### config.mk
export PLATFORM = sky130hd
export DESIGN_NAME = ir_carrier_sense
export DESIGN_NICKNAME = d
export VERILOG_FILES = /design/src/rtl/ircs_pkg.sv /design/src/rtl/ir_line_sync.sv /design/src/rtl/ir_span_meter.sv /design/src/rtl/ir_serial_div.sv /design/src/rtl/ir_carrier_sense.sv
export SDC_FILE = /design/constraint.sdc
export NUM_CORES = 1
export LEC_CHECK = 0
export BUFFER_PORTS_ARGS = -buffer_cell sky130_fd_sc_hd__buf_2
export CAP_MARGIN = 20
export CORE_UTILIZATION = 39
export DETAILED_ROUTE_END_ITERATION = 10
export RECOVER_POWER = 100
export SYNTH_ARGS = -nofsm -noshare
export SYNTH_HDL_FRONTEND = slang
export SYNTH_SLANG_ARGS = --single-unit
### constraint.sdc
create_clock -name clk -period 15.33 [get_ports clk]
set_clock_uncertainty 0.15 [all_clocks]
set_input_delay 3.066 -clock clk [delete_from_list [all_inputs] [get_ports clk]]
set_output_delay 3.066 -clock clk [all_outputs]
set_load 0.02 [all_outputs]
### src/rtl/ircs_pkg.sv
package ircs_pkg;

  typedef enum logic [2:0] {
    SQ_IDLE,
    SQ_PRD,
    SQ_HI,
    SQ_DUTY,
    SQ_PUB
  } seq_t;

  typedef enum logic {
    MT_ARM,
    MT_RUN
  } meter_t;

  localparam int unsigned PCT_SCALE = 100;
  localparam int unsigned PCT_W     = 7;

endpackage

### src/rtl/ir_line_sync.sv
module ir_line_sync #(
  parameter int unsigned STAGES = 2
) (
  input  logic clk,
  input  logic rst_n,
  input  logic d_i,
  output logic q_o
);

  logic [STAGES-1:0] sh_q;
  logic [STAGES-1:0] sh_n;

  always_comb begin
    sh_n = {sh_q[STAGES-2:0], d_i};
  end

  always_ff @(posedge clk or negedge rst_n) begin
    if (!rst_n) sh_q <= '0;
    else        sh_q <= sh_n;
  end

  assign q_o = sh_q[STAGES-1];

endmodule

### src/rtl/ir_span_meter.sv
module ir_span_meter
  import ircs_pkg::*;
#(
  parameter int unsigned CNT_W = 7,
  parameter int unsigned CFG_W = 8,
  localparam int unsigned SUM_W = CNT_W + CFG_W
) (
  input  logic             clk,
  input  logic             rst_n,
  input  logic             en_i,
  input  logic             tick_i,
  input  logic             line_i,
  input  logic [CFG_W-1:0] cfg_i,
  output logic             done_o,
  output logic             abort_o,
  output logic [SUM_W-1:0] sum_prd_o,
  output logic [SUM_W-1:0] sum_hi_o,
  output logic [CFG_W:0]   len_o
);

  localparam logic [CNT_W-1:0] CNT_MAX = {CNT_W{1'b1}};
  localparam logic [CNT_W-1:0] CNT_ONE = CNT_W'(1);

  meter_t           st_q, st_n;
  logic             prev_q, prev_n;
  logic [CNT_W-1:0] prd_q, prd_n;
  logic [CNT_W-1:0] hi_q, hi_n;
  logic [SUM_W-1:0] acc_prd_q, acc_prd_n;
  logic [SUM_W-1:0] acc_hi_q, acc_hi_n;
  logic [CFG_W-1:0] nper_q, nper_n;
  logic [CFG_W-1:0] len_q, len_n;
  logic             done_q, done_n;
  logic             abort_q, abort_n;
  logic [SUM_W-1:0] osum_prd_q, osum_prd_n;
  logic [SUM_W-1:0] osum_hi_q, osum_hi_n;
  logic [CFG_W:0]   olen_q, olen_n;

  logic             rise;
  logic [SUM_W-1:0] tot_prd;
  logic [SUM_W-1:0] tot_hi;

  assign rise    = tick_i && line_i && !prev_q;
  assign tot_prd = acc_prd_q + SUM_W'(prd_q);
  assign tot_hi  = acc_hi_q + SUM_W'(hi_q);

  always_comb begin
    st_n       = st_q;
    prev_n     = prev_q;
    prd_n      = prd_q;
    hi_n       = hi_q;
    acc_prd_n  = acc_prd_q;
    acc_hi_n   = acc_hi_q;
    nper_n     = nper_q;
    len_n      = len_q;
    done_n     = 1'b0;
    abort_n    = 1'b0;
    osum_prd_n = osum_prd_q;
    osum_hi_n  = osum_hi_q;
    olen_n     = olen_q;
    if (!en_i) begin
      st_n   = MT_ARM;
      prev_n = 1'b1;
    end else if (tick_i) begin
      prev_n = line_i;
      unique case (st_q)
        MT_ARM: begin
          if (rise) begin
            st_n      = MT_RUN;
            prd_n     = CNT_ONE;
            hi_n      = CNT_ONE;
            acc_prd_n = '0;
            acc_hi_n  = '0;
            nper_n    = '0;
            len_n     = cfg_i;
          end
        end
        MT_RUN: begin
          if (rise) begin
            prd_n = CNT_ONE;
            hi_n  = CNT_ONE;
            if (nper_q == len_q) begin
              done_n     = 1'b1;
              osum_prd_n = tot_prd;
              osum_hi_n  = tot_hi;
              olen_n     = {1'b0, len_q} + (CFG_W+1)'(1);
              acc_prd_n  = '0;
              acc_hi_n   = '0;
              nper_n     = '0;
              len_n      = cfg_i;
            end else begin
              acc_prd_n = tot_prd;
              acc_hi_n  = tot_hi;
              nper_n    = nper_q + CFG_W'(1);
            end
          end else if (prd_q == CNT_MAX) begin
            abort_n = 1'b1;
            st_n    = MT_ARM;
          end else begin
            prd_n = prd_q + CNT_ONE;
            hi_n  = hi_q + CNT_W'(line_i);
          end
        end
        default: st_n = MT_ARM;
      endcase
    end
  end

  always_ff @(posedge clk or negedge rst_n) begin
    if (!rst_n) begin
      st_q       <= MT_ARM;
      prev_q     <= 1'b1;
      prd_q      <= '0;
      hi_q       <= '0;
      acc_prd_q  <= '0;
      acc_hi_q   <= '0;
      nper_q     <= '0;
      len_q      <= '0;
      done_q     <= 1'b0;
      abort_q    <= 1'b0;
      osum_prd_q <= '0;
      osum_hi_q  <= '0;
      olen_q     <= '0;
    end else begin
      st_q       <= st_n;
      prev_q     <= prev_n;
      prd_q      <= prd_n;
      hi_q       <= hi_n;
      acc_prd_q  <= acc_prd_n;
      acc_hi_q   <= acc_hi_n;
      nper_q     <= nper_n;
      len_q      <= len_n;
      done_q     <= done_n;
      abort_q    <= abort_n;
      osum_prd_q <= osum_prd_n;
      osum_hi_q  <= osum_hi_n;
      olen_q     <= olen_n;
    end
  end

  assign done_o    = done_q;
  assign abort_o   = abort_q;
  assign sum_prd_o = osum_prd_q;
  assign sum_hi_o  = osum_hi_q;
  assign len_o     = olen_q;

  // span counters only move on time-base ticks
  p_tick_gate_r8: assert property (@(posedge clk) disable iff (!rst_n)
    !tick_i |=> $stable(prd_q) && $stable(hi_q));

  // high time within a span never exceeds the span
  p_hi_in_span_r2: assert property (@(posedge clk) disable iff (!rst_n)
    (st_q == MT_RUN) |-> (hi_q <= prd_q));

  // a window only ends abnormally after the span count reached its ceiling
  p_abort_sat_r7: assert property (@(posedge clk) disable iff (!rst_n)
    abort_q |-> ($past(prd_q) == CNT_MAX));

endmodule

### src/rtl/ir_serial_div.sv
module ir_serial_div #(
  parameter int unsigned W = 15,
  localparam int unsigned CW = $clog2(W + 1)
) (
  input  logic         clk,
  input  logic         rst_n,
  input  logic         clr_i,
  input  logic         start_i,
  input  logic [W-1:0] num_i,
  input  logic [W-1:0] den_i,
  output logic         busy_o,
  output logic         done_o,
  output logic [W-1:0] quot_o
);

  logic [W:0]    rem_q, rem_n;
  logic [W-1:0]  quo_q, quo_n;
  logic [W-1:0]  den_q, den_n;
  logic [CW-1:0] cnt_q, cnt_n;
  logic          busy_q, busy_n;
  logic          done_q, done_n;

  logic [W:0] rem_sh;
  logic [W:0] diff;
  logic       ge;

  assign rem_sh = {rem_q[W-1:0], quo_q[W-1]};
  assign ge     = rem_sh >= {1'b0, den_q};
  assign diff   = rem_sh - {1'b0, den_q};

  always_comb begin
    rem_n  = rem_q;
    quo_n  = quo_q;
    den_n  = den_q;
    cnt_n  = cnt_q;
    busy_n = busy_q;
    done_n = 1'b0;
    if (clr_i) begin
      busy_n = 1'b0;
      cnt_n  = '0;
    end else if (start_i) begin
      rem_n  = '0;
      quo_n  = num_i;
      den_n  = den_i;
      cnt_n  = CW'(W);
      busy_n = 1'b1;
    end else if (busy_q) begin
      rem_n = ge ? diff : rem_sh;
      quo_n = {quo_q[W-2:0], ge};
      cnt_n = cnt_q - CW'(1);
      if (cnt_q == CW'(1)) begin
        busy_n = 1'b0;
        done_n = 1'b1;
      end
    end
  end

  always_ff @(posedge clk or negedge rst_n) begin
    if (!rst_n) begin
      rem_q  <= '0;
      quo_q  <= '0;
      den_q  <= '0;
      cnt_q  <= '0;
      busy_q <= 1'b0;
      done_q <= 1'b0;
    end else begin
      rem_q  <= rem_n;
      quo_q  <= quo_n;
      den_q  <= den_n;
      cnt_q  <= cnt_n;
      busy_q <= busy_n;
      done_q <= done_n;
    end
  end

  assign busy_o = busy_q;
  assign done_o = done_q;
  assign quot_o = quo_q;

  // finished quotient leaves a remainder below the divisor
  p_rem_bound_r3: assert property (@(posedge clk) disable iff (!rst_n)
    (done_q && den_q != '0) |-> (rem_q < {1'b0, den_q}));

endmodule

### src/rtl/ir_carrier_sense.sv
module ir_carrier_sense
  import ircs_pkg::*;
#(
  parameter int unsigned CNT_W   = 7,
  parameter int unsigned CFG_W   = 8,
  parameter bit          DUTY_EN = 1'b1,
  localparam int unsigned SUM_W  = CNT_W + CFG_W,
  localparam int unsigned MUL_W  = CNT_W + PCT_W,
  localparam int unsigned DIV_W  = (SUM_W > MUL_W) ? SUM_W : MUL_W
) (
  input  logic             clk,
  input  logic             rst_n,
  input  logic             ir_raw_i,
  input  logic             det_en_i,
  input  logic             tick_en_i,
  input  logic [CFG_W-1:0] win_cfg_i,
  output logic [CNT_W:0]   prd_o,
  output logic [CNT_W-1:0] high_o,
  output logic [PCT_W-1:0] duty_o
);

  // reset: asserted at once, released through two flops
  logic rst_a_q, rst_b_q;
  always_ff @(posedge clk or negedge rst_n) begin
    if (!rst_n) begin
      rst_a_q <= 1'b0;
      rst_b_q <= 1'b0;
    end else begin
      rst_a_q <= 1'b1;
      rst_b_q <= rst_a_q;
    end
  end

  logic line_s;
  ir_line_sync #(.STAGES(2)) u_sync (
    .clk   (clk),
    .rst_n (rst_b_q),
    .d_i   (ir_raw_i),
    .q_o   (line_s)
  );

  logic             win_done, win_abort;
  logic [SUM_W-1:0] win_sum_prd, win_sum_hi;
  logic [CFG_W:0]   win_len;

  ir_span_meter #(.CNT_W(CNT_W), .CFG_W(CFG_W)) u_meter (
    .clk       (clk),
    .rst_n     (rst_b_q),
    .en_i      (det_en_i),
    .tick_i    (tick_en_i),
    .line_i    (line_s),
    .cfg_i     (win_cfg_i),
    .done_o    (win_done),
    .abort_o   (win_abort),
    .sum_prd_o (win_sum_prd),
    .sum_hi_o  (win_sum_hi),
    .len_o     (win_len)
  );

  logic             div_clr, div_start, div_busy, div_done;
  logic [DIV_W-1:0] div_num, div_den, div_quot;

  ir_serial_div #(.W(DIV_W)) u_div (
    .clk     (clk),
    .rst_n   (rst_b_q),
    .clr_i   (div_clr),
    .start_i (div_start),
    .num_i   (div_num),
    .den_i   (div_den),
    .busy_o  (div_busy),
    .done_o  (div_done),
    .quot_o  (div_quot)
  );

  seq_t             sq_q, sq_n;
  logic [CNT_W-1:0] pavg_q, pavg_n;
  logic [CNT_W-1:0] havg_q, havg_n;
  logic [PCT_W-1:0] pct_q, pct_n;
  logic [SUM_W-1:0] lat_hi_q, lat_hi_n;
  logic [CFG_W:0]   lat_len_q, lat_len_n;
  logic             val_q, val_n;
  logic [CNT_W-1:0] oprd_q, oprd_n;
  logic [CNT_W-1:0] ohi_q, ohi_n;
  logic [PCT_W-1:0] opct_q, opct_n;

  logic [CNT_W-1:0] q_cnt;
  logic [DIV_W-1:0] hi_scaled;

  assign q_cnt     = div_quot[CNT_W-1:0];
  assign hi_scaled = DIV_W'(havg_q) * DIV_W'(PCT_SCALE);

  always_comb begin
    sq_n      = sq_q;
    pavg_n    = pavg_q;
    havg_n    = havg_q;
    pct_n     = pct_q;
    lat_hi_n  = lat_hi_q;
    lat_len_n = lat_len_q;
    val_n     = val_q;
    oprd_n    = oprd_q;
    ohi_n     = ohi_q;
    opct_n    = opct_q;
    div_clr   = 1'b0;
    div_start = 1'b0;
    div_num   = DIV_W'(win_sum_prd);
    div_den   = DIV_W'(win_len);
    if (!det_en_i || win_abort) begin
      sq_n    = SQ_IDLE;
      val_n   = 1'b0;
      div_clr = 1'b1;
    end else begin
      unique case (sq_q)
        SQ_IDLE: begin
          if (win_done) begin
            div_start = 1'b1;
            lat_hi_n  = win_sum_hi;
            lat_len_n = win_len;
            sq_n      = SQ_PRD;
          end
        end
        SQ_PRD: begin
          if (div_done) begin
            pavg_n    = q_cnt;
            div_start = 1'b1;
            div_num   = DIV_W'(lat_hi_q);
            div_den   = DIV_W'(lat_len_q);
            sq_n      = SQ_HI;
          end
        end
        SQ_HI: begin
          if (div_done) begin
            havg_n = q_cnt;
            sq_n   = DUTY_EN ? SQ_DUTY : SQ_PUB;
          end
        end
        SQ_DUTY: begin
          if (!div_busy && !div_done) begin
            div_start = 1'b1;
            div_num   = hi_scaled;
            div_den   = DIV_W'(pavg_q);
          end else if (div_done) begin
            pct_n = div_quot[PCT_W-1:0];
            sq_n  = SQ_PUB;
          end
        end
        SQ_PUB: begin
          oprd_n = pavg_q;
          ohi_n  = havg_q;
          opct_n = pct_q;
          val_n  = (pavg_q != '0);
          sq_n   = SQ_IDLE;
        end
        default: sq_n = SQ_IDLE;
      endcase
    end
  end

  always_ff @(posedge clk or negedge rst_b_q) begin
    if (!rst_b_q) begin
      sq_q      <= SQ_IDLE;
      pavg_q    <= '0;
      havg_q    <= '0;
      pct_q     <= '0;
      lat_hi_q  <= '0;
      lat_len_q <= '0;
      val_q     <= 1'b0;
      oprd_q    <= '0;
      ohi_q     <= '0;
      opct_q    <= '0;
    end else begin
      sq_q      <= sq_n;
      pavg_q    <= pavg_n;
      havg_q    <= havg_n;
      pct_q     <= pct_n;
      lat_hi_q  <= lat_hi_n;
      lat_len_q <= lat_len_n;
      val_q     <= val_n;
      oprd_q    <= oprd_n;
      ohi_q     <= ohi_n;
      opct_q    <= opct_n;
    end
  end

  assign prd_o  = {val_q, oprd_q};
  assign high_o = ohi_q;

  if (DUTY_EN) begin : g_duty
    assign duty_o = opct_q;
  end else begin : g_noduty
    assign duty_o = '0;
  end

  // detection off clears the valid flag on the next cycle
  p_clear_on_disable_r5: assert property (@(posedge clk) disable iff (!rst_b_q)
    !det_en_i |=> !prd_o[CNT_W]);

  // a zero period is never reported as valid
  p_nonzero_valid_r9: assert property (@(posedge clk) disable iff (!rst_b_q)
    prd_o[CNT_W] |-> (prd_o[CNT_W-1:0] != '0));

  // an oversize span drops the flag and keeps the count fields
  p_abort_clears_r7: assert property (@(posedge clk) disable iff (!rst_b_q)
    win_abort |=> !prd_o[CNT_W] && $stable(prd_o[CNT_W-1:0]) && $stable(high_o));

  // count fields move only in the publish cycle
  p_publish_only_r10: assert property (@(posedge clk) disable iff (!rst_b_q)
    (sq_q != SQ_PUB) |=> $stable(prd_o[CNT_W-1:0]) && $stable(high_o) && $stable(duty_o));

  // a valid duty never exceeds 100 percent
  p_duty_range_r4: assert property (@(posedge clk) disable iff (!rst_b_q)
    prd_o[CNT_W] |-> (duty_o <= PCT_W'(PCT_SCALE)));

  // averaged quotients fit the count field
  p_avg_fits_r3: assert property (@(posedge clk) disable iff (!rst_b_q)
    (div_done && (sq_q == SQ_PRD || sq_q == SQ_HI)) |-> (div_quot[DIV_W-1:CNT_W] == '0));

endmodule

==> flow_summary.yaml <==
synthesis:
  async_reset_ff_frac: 1.00
  yosysTopAreaCellShare: 0.486
  ys_seq_area_frac: 0.489
  syn_area_mm2: 0.0114
  avgSynthCellArea_um2: 10.6
  synth_fp_nets: 1147
  synth_cells: 1074
  synth_edf_count: 0
  synth_ff_type: "dfrtp_1"
  yosys_warnings: 0
  ys_types: 70
  yosysTopAreaCell: "dfrtp_1"
  yosys_register_bits: 222
  ys_top_cells_by_area: "dfrtp_1 49%, mux2_2 7.5%, ha_1 6.1%"
cells_and_area:
  mostFrequentLayoutCells: "221 x dfrtp_1, 110 x nand2_1, 76 x mux2_2, 71 x o21ai_0, 64 x nor2_1"
  syn_to_final_growth_pct: 11.5
  fin_cells: 1497
  antenna_cells: 0
  final_common_cell: "dfrtp_1"
  drive_gt1_frac: 0.119
  nNetsFinal: 1168
setup_path:
  cp_slowest_cell: "clkbuf_1"
  crit_fanout: 64
  timing.critical_path.required_ps: 15560
  critPathArrivalTime_ps: 7370
  crit_top_cell: "clkbuf_1"
  worst_setup_path_end_kind: "register"
  crit_chain: "clkbuf_1 > and3b_1 > nand2_1 > clkbuf_1 > nor3_4 > clkbuf_1 > mux2_2"
  crit_type: "in2reg"
  slowest_delay_ps: 2000
  worstSetupStartpointType: "input pin"
job:
  cap_violations: 7
placed_design:
  io_buffers: 34
  gp_congestion: 0.846
  dpl.hpwl_um: 18200
  dp_cells: 1453
floorplan:
  core-area_mm2: 0.0287
  placementRows: 62
  fp.dieW_um: 173
  num_io_pins: 35
  start_util: 0.396
  die-area_mm2: 0.0298
  dieHeight_um: 173
sta:
  rsz0062_at_grt: "false"
  finalCritPeriodShare: 0.465
  fmax_mhz: 140
  period_needed_ps: 7130
  hold_ws_ps: 205
  hold_viol_final: 0
  slew_headroom: -1.39
  setup_viol: 0
  tns_ps: 0
  maxSlewViolCount: 336
  worst_slew_pin_slew_ps: 3590
drt:
  drt_wl_total_um: 25800
  ant_nets: 0
  wl_per_cell_um: 17.3
  drcViolationCount: 0
  vias_per_cell: 5.48
  vias: 8199
  dr.pass1.iters: 5
  drtIter0Drc: 565
grt:
  grt_pass1_vias: 7778
  grt_usage: 0.172
  antenna_found_initial: 0
  grt_overflow: 0
  grt_first_pass_wirelength_um: 42000
  grt_start_max_net_pins: 71
clock_tree:
  cts_buffers: 24
  cts_hold_buf: 0
  ctsResizeCount: 0
  cts_tree: "done"
  cts_max_path_buffers: 3
  htree_levels: 1
  clk_pin_slew_worst_paths_ps: 60
  cts_post_setup_buffers_inserted: 0
  cts_root_buf: "clkbuf_16"
  clock_latency_ps: 530
  cts_sinks: 222
worst_hold_path:
  min_path_type: "reg2reg"
power:
  p_leak_nw: 5.92
  vdd_ir_drop_max_uv: 60.2
  power.density_mw_per_mm2: 106
run_status:
  violations: "capacitance limit, slew limit"
  outcome: "finished with violations"
state kept, by name, summed over array words and instances, names as in the netlist, 8 cells and up:
name               flops
lat_hi_q              15
u_div.quot_o          15
u_div.rem_q           15
u_meter.acc_hi_q      15
u_meter.acc_prd_q     15
u_meter.sum_hi_o      15
u_meter.sum_prd_o     15
lat_len_q              9
u_div.den_q            9
u_meter.len_o          9
u_meter.len_q          8
u_meter.nper_q         8
per-layer routing:
layer	vias up	share of wire	GRT usage
li1	3944	-	-
met1	4072	0.50	0.257
met2	147	0.45	0.269
met3	36	0.032	0.0204
met4	0	0.018	0.0354
met5	-	0	0
worst max-delay path, delay by kind of cell:
kind	cells	cell delay (ps)
simple gates	3	990
mux	1	470
buf+inv	3	2840
cell families (layout without fill, tap and decap cells):
group	Yosys count	count (layout)	synth area share
and+or+nand+nor	284	284	0.118
AOI/OAI and AO/OA	266	266	0.153
DFF	222	222	0.489
muxes	92	92	0.0899
buffers and inverters	85	124	0.0316
xor gates and xnor gates	64	64	0.0493
adders and majority gates	60	60	0.0693
other	1	1	0.000330
power by group:
part	switching [W]	internal, W
Combinational	0.0000471	0.0000332
Sequential	0.0000256	0.000606
Clock	0.000235	0.000402
Total	0.000308	0.00104
cell usage after synthesis, drive strengths merged (3+ instances only):
| cell type | instances |
|---|---|
| o21bai | 3 |
| a221o | 3 |
| a222oi | 9 |
| buf | 25 |
| nor4 | 6 |
| mux2i | 11 |
| nand4 | 10 |
| a22o | 16 |
| a31oi | 20 |
| a211oi | 8 |
| or3 | 4 |
| and2 | 4 |
| a2111oi | 3 |
| xor2 | 32 |
| o31ai | 15 |
| ha | 55 |
| fa | 5 |
| nand3 | 28 |
| nand2 | 110 |
| inv | 35 |
| o211ai | 4 |
| nor2 | 64 |
| clkbuf | 25 |
| a221oi | 15 |
| and3 | 11 |
| nand2b | 8 |
| mux2 | 81 |
| o22ai | 7 |
| a21o | 6 |
| xnor2 | 32 |
| o21a | 9 |
| o21ai | 71 |
| nor2b | 9 |
| nor3 | 14 |
| or2 | 3 |
| dfrtp | 221 |
| or4 | 3 |
| nor3b | 3 |
| a21oi | 60 |
worst paths after layout:
kind | slack (ps) | cells after the start | end | from
hold reg to reg | 200 | 0 | rst_b_q | rst_a_q
setup reg to reg | 8450 | 2 | u_div.quot_o[0] | rst_b_q
setup / recovery | 8200 | 7 | u_meter.sum_prd_o[1] | tick_en_i
min in group asynchronous | 360 | 0 | u_meter.len_o[5] | rst_b_q
max in group asynchronous | 8450 | 2 | u_div.quot_o[0] | rst_b_q
hold / removal | 200 | 0 | rst_b_q | rst_a_q
layout make-up:
cell class | instances | area [um^2]
Timing Repair Buffer | 45 | 188
Clock inverter | 10 | 179
Clock buffer | 34 | 699
Fill cell | 2740 | 16000
Multi-Input combinational cell | 767 | 5440
Inverter | 35 | 131
Tap cell | 384 | 480
Sequential cell | 222 | 5560
metrics by stage:
stage / setup slack (ps) / instance area, um^2 / total power, W / utilization
after CTS: 10050 / 12800 / 0.00136 / 0.445
after global placement: 9570 / 11900 / 0.000722 / 0.414
after floorplan: 8540 / 11400 / 0.000694 / -
after global routing: 7020 / 12700 / 0.00140 / 0.442
final: 8200 / 12700 / 0.00135 / 0.442
after detailed placement: 9560 / 11900 / 0.000724 / 0.414
Note: power is estimated with default switching activity, not from simulation.
